## src/rtl/cp0_pkg.sv

```systemverilog
package cp0_pkg;

  typedef enum logic [3:0] {
    OP_NONE,
    OP_MFC,
    OP_MTC,
    OP_ERET,
    OP_RFE,
    OP_DERET,
    OP_UNREC,
    OP_RESV,
    OP_COP2
  } cp0_op_e;

  typedef struct packed {
    cp0_op_e    op;
    logic [4:0] rt;
    logic [4:0] rd;
  } cp0_dec_t;

  localparam logic [3:0] GRP_COP   = 4'b0100;
  localparam logic [4:0] SUB_RET   = 5'h10;
  localparam logic [5:0] FN_ERET   = 6'h18;
  localparam logic [5:0] FN_RFE    = 6'h10;
  localparam logic [5:0] FN_DERET  = 6'h1F;

  localparam logic [4:0] RN_BADV   = 5'd8;
  localparam logic [4:0] RN_STATUS = 5'd12;
  localparam logic [4:0] RN_CAUSE  = 5'd13;
  localparam logic [4:0] RN_EPC    = 5'd14;
  localparam logic [4:0] RN_DEBUG  = 5'd16;
  localparam logic [4:0] RN_DEPC   = 5'd17;

  localparam int ST_EXL = 1;
  localparam int ST_ERL = 2;
  localparam int DBG_DM = 30;

  localparam logic [4:0] EXC_TLBL = 5'd2;
  localparam logic [4:0] EXC_TLBS = 5'd3;
  localparam logic [4:0] EXC_ADEL = 5'd4;
  localparam logic [4:0] EXC_ADES = 5'd5;

  function automatic logic is_dedicated(input logic [4:0] rn);
    return (rn == RN_BADV) || (rn == RN_STATUS) || (rn == RN_CAUSE) ||
           (rn == RN_EPC) || (rn == RN_DEBUG) || (rn == RN_DEPC);
  endfunction

endpackage

```

## src/rtl/cp0_decoder.sv

```systemverilog
module cp0_decoder
  import cp0_pkg::*;
(
  input  logic        valid,
  input  logic [31:0] instr,
  output cp0_dec_t    dec
);

  logic [1:0]  cop;
  logic [4:0]  code;
  logic [10:0] tail;
  logic        is_move;

  always_comb begin
    cop     = instr[27:26];
    code    = instr[25:21];
    tail    = instr[10:0];
    is_move = (code[4:3] == 2'b00) && !code[1] && (tail == '0);
    dec.rt  = instr[20:16];
    dec.rd  = instr[15:11];
    dec.op  = OP_NONE;
    if (valid && instr[31:28] == GRP_COP) begin
      unique case (cop)
        2'd0: begin
          if (is_move)
            dec.op = code[2] ? OP_MTC : OP_MFC;
          else if (code == SUB_RET && tail[5:0] == FN_ERET)
            dec.op = OP_ERET;
          else if (code == SUB_RET && tail[5:0] == FN_RFE)
            dec.op = OP_RFE;
          else if (code == SUB_RET && tail[5:0] == FN_DERET)
            dec.op = OP_DERET;
          else
            dec.op = OP_UNREC;
        end
        2'd2:    dec.op = OP_COP2;
        default: dec.op = OP_RESV;
      endcase
    end
  end

endmodule

```

## src/rtl/cp0_sys_regs.sv

```systemverilog
module cp0_sys_regs
  import cp0_pkg::*;
#(
  parameter int RW = 32
) (
  input  logic          clk,
  input  logic          rst_n,
  input  cp0_op_e       op,
  input  logic [4:0]    rd,
  input  logic [RW-1:0] wdata,
  input  logic [RW-1:0] pc,
  input  logic          flt_valid,
  input  logic          flt_unaligned,
  input  logic          flt_write,
  input  logic [RW-1:0] flt_addr,
  output logic [RW-1:0] status_q,
  output logic [RW-1:0] cause_q,
  output logic [RW-1:0] epc_q,
  output logic [RW-1:0] badv_q,
  output logic [RW-1:0] debug_q,
  output logic [RW-1:0] depc_q
);

  localparam logic [RW-1:0] STATUS_RST = RW'(1) << ST_ERL;

  logic [RW-1:0] status_d, cause_d, epc_d, badv_d, debug_d, depc_d;
  logic          upd_en;
  logic [4:0]    flt_code;

  always_comb begin
    if (flt_unaligned) flt_code = flt_write ? EXC_ADES : EXC_ADEL;
    else               flt_code = flt_write ? EXC_TLBS : EXC_TLBL;
  end

  always_comb begin
    upd_en   = flt_valid || (op == OP_MTC) || (op == OP_ERET) ||
               (op == OP_RFE) || (op == OP_DERET);
    status_d = status_q;
    cause_d  = cause_q;
    epc_d    = epc_q;
    badv_d   = badv_q;
    debug_d  = debug_q;
    depc_d   = depc_q;

    unique case (op)
      OP_MTC: begin
        unique case (rd)
          RN_BADV:   badv_d   = wdata;
          RN_STATUS: status_d = wdata;
          RN_CAUSE:  cause_d  = wdata;
          RN_EPC:    epc_d    = wdata;
          RN_DEBUG:  debug_d  = wdata;
          RN_DEPC:   depc_d   = wdata;
          default: ;
        endcase
      end
      OP_ERET: begin
        if (status_q[ST_ERL]) status_d[ST_ERL] = 1'b0;
        else                  status_d[ST_EXL] = 1'b0;
      end
      OP_RFE:   status_d = {status_q[RW-1:4], status_q[5:2]};
      OP_DERET: debug_d[DBG_DM] = 1'b0;
      default: ;
    endcase

    if (flt_valid) begin
      badv_d           = flt_addr;
      epc_d            = pc;
      status_d[ST_EXL] = 1'b1;
      cause_d[6:2]     = flt_code;
    end
  end

  always_ff @(posedge clk or negedge rst_n) begin
    if (!rst_n) begin
      status_q <= STATUS_RST;
      cause_q  <= '0;
      epc_q    <= '0;
      badv_q   <= '0;
      debug_q  <= '0;
      depc_q   <= '0;
    end else if (upd_en) begin
      status_q <= status_d;
      cause_q  <= cause_d;
      epc_q    <= epc_d;
      badv_q   <= badv_d;
      debug_q  <= debug_d;
      depc_q   <= depc_d;
    end
  end

endmodule

```

## src/rtl/cp0_gen_array.sv

```systemverilog
module cp0_gen_array #(
  parameter int RW   = 32,
  parameter int NREG = 32,
  parameter int IW   = $clog2(NREG)
) (
  input  logic          clk,
  input  logic          rst_n,
  input  logic          we,
  input  logic [IW-1:0] widx,
  input  logic [RW-1:0] wdata,
  input  logic [IW-1:0] ridx,
  output logic [RW-1:0] rdata
);

  logic [RW-1:0] ent_q [NREG];

  for (genvar i = 0; i < NREG; i++) begin : g_ent
    logic ent_en;
    assign ent_en = we && (widx == IW'(i));
    always_ff @(posedge clk or negedge rst_n) begin
      if (!rst_n)      ent_q[i] <= '0;
      else if (ent_en) ent_q[i] <= wdata;
    end
  end

  assign rdata = ent_q[ridx];

endmodule

```

## src/rtl/cp0_ctrl_unit.sv

```systemverilog
module cp0_ctrl_unit
  import cp0_pkg::*;
#(
  parameter int XLEN = 64,
  parameter int RW   = 32
) (
  input  logic            clk,
  input  logic            rst_n,
  input  logic            instr_valid,
  input  logic [31:0]     instr_word,
  input  logic [RW-1:0]   rt_value,
  input  logic [RW-1:0]   cur_pc,
  input  logic            mem_fault_valid,
  input  logic            mem_fault_unaligned,
  input  logic            mem_fault_write,
  input  logic [RW-1:0]   mem_fault_addr,
  output logic            wb_en,
  output logic [4:0]      wb_reg,
  output logic [XLEN-1:0] wb_data,
  output logic            redir_valid,
  output logic [RW-1:0]   redir_pc,
  output logic            resv_instr_exc,
  output logic            cop2_unhandled,
  output logic            cop0_unrecog,
  output logic            addr_load_exc,
  output logic            addr_store_exc,
  output logic            data_ref_exc
);

  localparam int RNW  = 5;
  localparam int NREG = 1 << RNW;
  localparam int EXTW = XLEN - RW;

  cp0_dec_t      dec;
  logic [RW-1:0] status_q, cause_q, epc_q, badv_q, debug_q, depc_q;
  logic [RW-1:0] gen_rdata, rd_val;
  logic          gen_we;

  cp0_decoder u_dec (
    .valid (instr_valid),
    .instr (instr_word),
    .dec   (dec)
  );

  cp0_sys_regs #(.RW(RW)) u_sys (
    .clk           (clk),
    .rst_n         (rst_n),
    .op            (dec.op),
    .rd            (dec.rd),
    .wdata         (rt_value),
    .pc            (cur_pc),
    .flt_valid     (mem_fault_valid),
    .flt_unaligned (mem_fault_unaligned),
    .flt_write     (mem_fault_write),
    .flt_addr      (mem_fault_addr),
    .status_q      (status_q),
    .cause_q       (cause_q),
    .epc_q         (epc_q),
    .badv_q        (badv_q),
    .debug_q       (debug_q),
    .depc_q        (depc_q)
  );

  assign gen_we = (dec.op == OP_MTC) && !is_dedicated(dec.rd);

  cp0_gen_array #(.RW(RW), .NREG(NREG), .IW(RNW)) u_gen (
    .clk   (clk),
    .rst_n (rst_n),
    .we    (gen_we),
    .widx  (dec.rd),
    .wdata (rt_value),
    .ridx  (dec.rd),
    .rdata (gen_rdata)
  );

  always_comb begin
    unique case (dec.rd)
      RN_BADV:   rd_val = badv_q;
      RN_STATUS: rd_val = status_q;
      RN_CAUSE:  rd_val = cause_q;
      RN_EPC:    rd_val = epc_q;
      RN_DEBUG:  rd_val = debug_q;
      RN_DEPC:   rd_val = depc_q;
      default:   rd_val = gen_rdata;
    endcase
  end

  // Output stage: next-state then register
  logic            wb_en_d, redir_d, resv_d, cop2_d, unrec_d;
  logic            adel_d, ades_d, dref_d;
  logic [4:0]      wb_reg_d;
  logic [XLEN-1:0] wb_data_d;
  logic [RW-1:0]   redir_pc_d;
  logic            data_en;

  always_comb begin
    wb_en_d    = (dec.op == OP_MFC);
    redir_d    = (dec.op == OP_ERET) || (dec.op == OP_DERET);
    resv_d     = (dec.op == OP_RESV);
    cop2_d     = (dec.op == OP_COP2);
    unrec_d    = (dec.op == OP_UNREC);
    adel_d     = mem_fault_valid && mem_fault_unaligned && !mem_fault_write;
    ades_d     = mem_fault_valid && mem_fault_unaligned && mem_fault_write;
    dref_d     = mem_fault_valid && !mem_fault_unaligned;
    wb_reg_d   = dec.rt;
    wb_data_d  = {{EXTW{rd_val[RW-1]}}, rd_val};
    redir_pc_d = (dec.op == OP_DERET) ? depc_q : epc_q;
    data_en    = wb_en_d || redir_d;
  end

  always_ff @(posedge clk or negedge rst_n) begin
    if (!rst_n) begin
      wb_en          <= 1'b0;
      redir_valid    <= 1'b0;
      resv_instr_exc <= 1'b0;
      cop2_unhandled <= 1'b0;
      cop0_unrecog   <= 1'b0;
      addr_load_exc  <= 1'b0;
      addr_store_exc <= 1'b0;
      data_ref_exc   <= 1'b0;
    end else begin
      wb_en          <= wb_en_d;
      redir_valid    <= redir_d;
      resv_instr_exc <= resv_d;
      cop2_unhandled <= cop2_d;
      cop0_unrecog   <= unrec_d;
      addr_load_exc  <= adel_d;
      addr_store_exc <= ades_d;
      data_ref_exc   <= dref_d;
    end
  end

  always_ff @(posedge clk or negedge rst_n) begin
    if (!rst_n) begin
      wb_reg   <= '0;
      wb_data  <= '0;
      redir_pc <= '0;
    end else if (data_en) begin
      wb_reg   <= wb_reg_d;
      wb_data  <= wb_data_d;
      redir_pc <= redir_pc_d;
    end
  end

endmodule

```

## config.mk

```make
export PLATFORM = sky130hd
export DESIGN_NAME = cp0_ctrl_unit
export DESIGN_NICKNAME = d
export VERILOG_FILES = /design/src/rtl/cp0_pkg.sv /design/src/rtl/cp0_decoder.sv /design/src/rtl/cp0_sys_regs.sv /design/src/rtl/cp0_gen_array.sv /design/src/rtl/cp0_ctrl_unit.sv
export SDC_FILE = /design/constraint.sdc
export NUM_CORES = 2
export LEC_CHECK = 0
export BUFFER_PORTS_ARGS = -buffer_cell sky130_fd_sc_hd__buf_2
export CORE_MARGIN = 2
export CORE_UTILIZATION = 36
export DETAILED_ROUTE_END_ITERATION = 8
export HOLD_SLACK_MARGIN = 0.08
export SYNTH_ARGS = -nofsm -noshare
export SYNTH_HDL_FRONTEND = slang
export SYNTH_SLANG_ARGS = --single-unit
```

## constraint.sdc

```tcl
create_clock -name clk -period 4.1 [get_ports clk]
set_input_delay 0 -clock clk [delete_from_list [all_inputs] [get_ports clk]]
set_output_delay 0 -clock clk [all_outputs]
set_load 0.02 [all_outputs]
```

==> results.toml <==
[sta]
finalClockSkew_ns = 0.0264
fmax_mhz = 248
grt_setup_unrepaired = "false"
setup_ws_ns = 0.0615
setup_violations = 0
period_minus_slack_ns = 4.04
slew_viol_final = 0
finalSetupTns_ns = 0
worst_pin_slew_ns = 1.00
fin_crit_sh = 0.985
max_slew_margin = 0.332
hold_viol_final = 0

[logic_synthesis]
synth.avg_cell_area_sq_um = 14.2
post_synth_num_cell_types = 58
async_flop_share = 1.00
synthesis.area_sq_um = 57600
ys_ff_latch = 1293
synth_ff_type = "dfrtp_1"
yosysWarnings = 0
synth_top_area_frac = 0.561
ys_seq_area_frac = 0.561
yosys-top-cells-area = "dfrtp_1, mux2_2, mux4_2"
synth_edf_count = 0
syn-num-nets = 4179
yosysTopAreaCell = "dfrtp_1"
syn_inst = 4045

[routing]
avgViaCountPerCell = 5.44
wl_met2_microns = 75100
drtIter0Drc = 2518
wl_per_cell_microns = 24.8
drt_wl_total_microns = 159000
wl_met1_microns = 71200
dr_wl_met3_microns = 8670
drc = 0
postRouteAntennaNets = 0
via_count = 34919
dr.pass1.iters = 7
top_layer = "met5"

[placed_design]
gp_congestion = 0.791
pre_cts_ws_ns = 0.898
io_buffers = 242
dp_hpwl_microns = 95500

[cts]
htree_levels = 4
clk_latency_ns = 0.77
postCtsSetupBuffers = 0
cts.sinks = 1293
cts_tree = "yes"
root_buffer = "clkbuf_16"
clk_pin_slew_worst_paths_ns = 0.06
clockBufferDepth = 3
cts_made_buffers = 130

[setup_path]
worstPathRequired_ns = 4.79
critPathBufInv = 7
cpMostUsedCell = "dlygate4sd3_1"
cp_slowest_cell = "dlygate4sd3_1"
cp-start-kind = "primary input"
crit_path_cell_trace = "dlygate4sd3_1 -> buf_2 -> dlygate4sd3_1 -> nor3_1 -> dlygate4sd3_1 -> nand3_1 -> nor4_2 -> dlygate4sd3_1 -> o211ai_1 -> dlygate4sd3_1 -> nor2_2 -> o21a_1 -> dlygate4sd3_1"
crit_fanout = 3
crit_path_max_incr_delay_ns = 0.65
worstPathArrival_ns = 4.73
path_class = "in -> reg"
critical-path-top-delay-family = "buffers and inverters"
cp-end-kind = "flip-flop"

[cells_and_area]
layout.nets = 4382
layout_common_cells = "dfrtp_1, mux2_2, dlygate4sd3_1"
layout_commonest_cell = "dfrtp_1"
regMostFlops = "u_gen.ent_q"
drive_gt1_frac = 0.415
area_delta_synth_final_pct = 17.5
largest_register_ffs = 1024

[min_path]
holdCritPathClass = "in -> async"

[die]
core_sq_um = 159000
initial_core_util = 0.363
die_area_sq_um = 163000
rows = 146
die_h_microns = 404
ios = 243
die_w_microns = 404

[run]
drv_cap = 0

[outcome]
outcome = "completed"

[global_route]
grt_pass1_wl_microns = 241000
overflow = 0
antenna_found_initial = 8
grt_pass1_vias = 36598
track_usage = 0.196
grt_max_degree = 116

[power]
power_density_nw_per_um2 = 387
power.leakage_nw = 33.0
ir_drop_mv = 0.415
[logic make-up after synthesis]
group / after synthesis / synth area share
AND/OR/NAND/NOR: 396 / 0.0335
adder cells (fa/ha/maj): 1 / 0.000174
flip-flops: 1293 / 0.561
multiplexers: 1342 / 0.313
buffers and inverters: 587 / 0.0446
AO/OA/AOI/OAI: 426 / 0.0473
[Yosys cell counts (68+ instances only)]
cell	instances
dfrtp_1	1292
mux2_2	889
clkbuf_1	379
mux4_2	266
nand2_1	157
mux2i_1	143
a22oi_1	140
a21oi_1	132
buf_2	117
a31oi_1	93
nor2_1	79
nor2b_1	68
[tightest hold or removal path, stage by stage]
cell,delay (ns)
dlygate4sd3_1,0.59
buf_12,0.29
buf_12,0.36
[metal layers]
layer  vias to the layer above  GRT usage
li1                      14997          -
met1                     18646      0.272
met2                      1003      0.311
met3                       265     0.0377
met4                         8     0.0602
met5                         -          0
[power breakdown]
part / internal, mW / switching [mW] / total [mW] / leakage [nW]
sequential: 12.8 / 0.0459 / 12.9 / 17.9
clock: 6.76 / 5.06 / 11.8 / 2.07
combinational: 0.555 / 0.980 / 1.54 / 13.1
[metrics by stage]
step	area, sq um	std cells	power [mW]	hold WS, ns	utilization
final	67700	6417	26.2	0.120	0.426
after global routing	67700	6416	27.1	0.164	0.426
after CTS	67700	6416	26.5	0.0806	0.426
after detailed placement	60600	5901	14.4	0.115	0.382
after global placement	60600	5901	14.4	0.114	0.382
after floorplan	57600	4045	13.7	-0.296	-
[repair_timing]
item	in CTS	in global routing
endpoints found under the setup margin	0	38
resized for setup	0	3
hold endpoints to repair	2153	0
hold buffers	287	0
[area by class of cell]
cell class              instances  area [sq um]
fillers                     14104         91000
multi-input cells            2165         22900
repair buffers                654          5600
diodes                          1          2.50
clock buffers                 198          3890
inverters                       4          15.0
clock inverters                30           314
well taps                    2072          2590
flip-flops and latches       1293         32400
[worst paths after layout]
path / from / endpoint / slack, ns / cells past startpoint
setup / recovery: instr_word[31] / wb_en$_DFF_PN0_ / 0.06 / 13
hold / removal: rst_n / u_gen.ent_q[21]$_DFFE_PN0P_ / 0.12 / 3
setup reg to reg: u_gen.ent_q[150]$_DFFE_PN0P_ / wb_data[22]$_DFFE_PN0P_ / 1.79 / 6
hold reg to reg: u_gen.ent_q[616]$_DFFE_PN0P_ / u_gen.ent_q[616]$_DFFE_PN0P_ / 0.37 / 0
max in group asynchronous: rst_n / u_gen.ent_q[425]$_DFFE_PN0P_ / 3.37 / 3
min in group clk: instr_word[0] / u_sys.debug_q[30]$_DFFE_PN0P_ / 0.16 / 6
No activity file was read; power rests on OpenSTA's default activity.
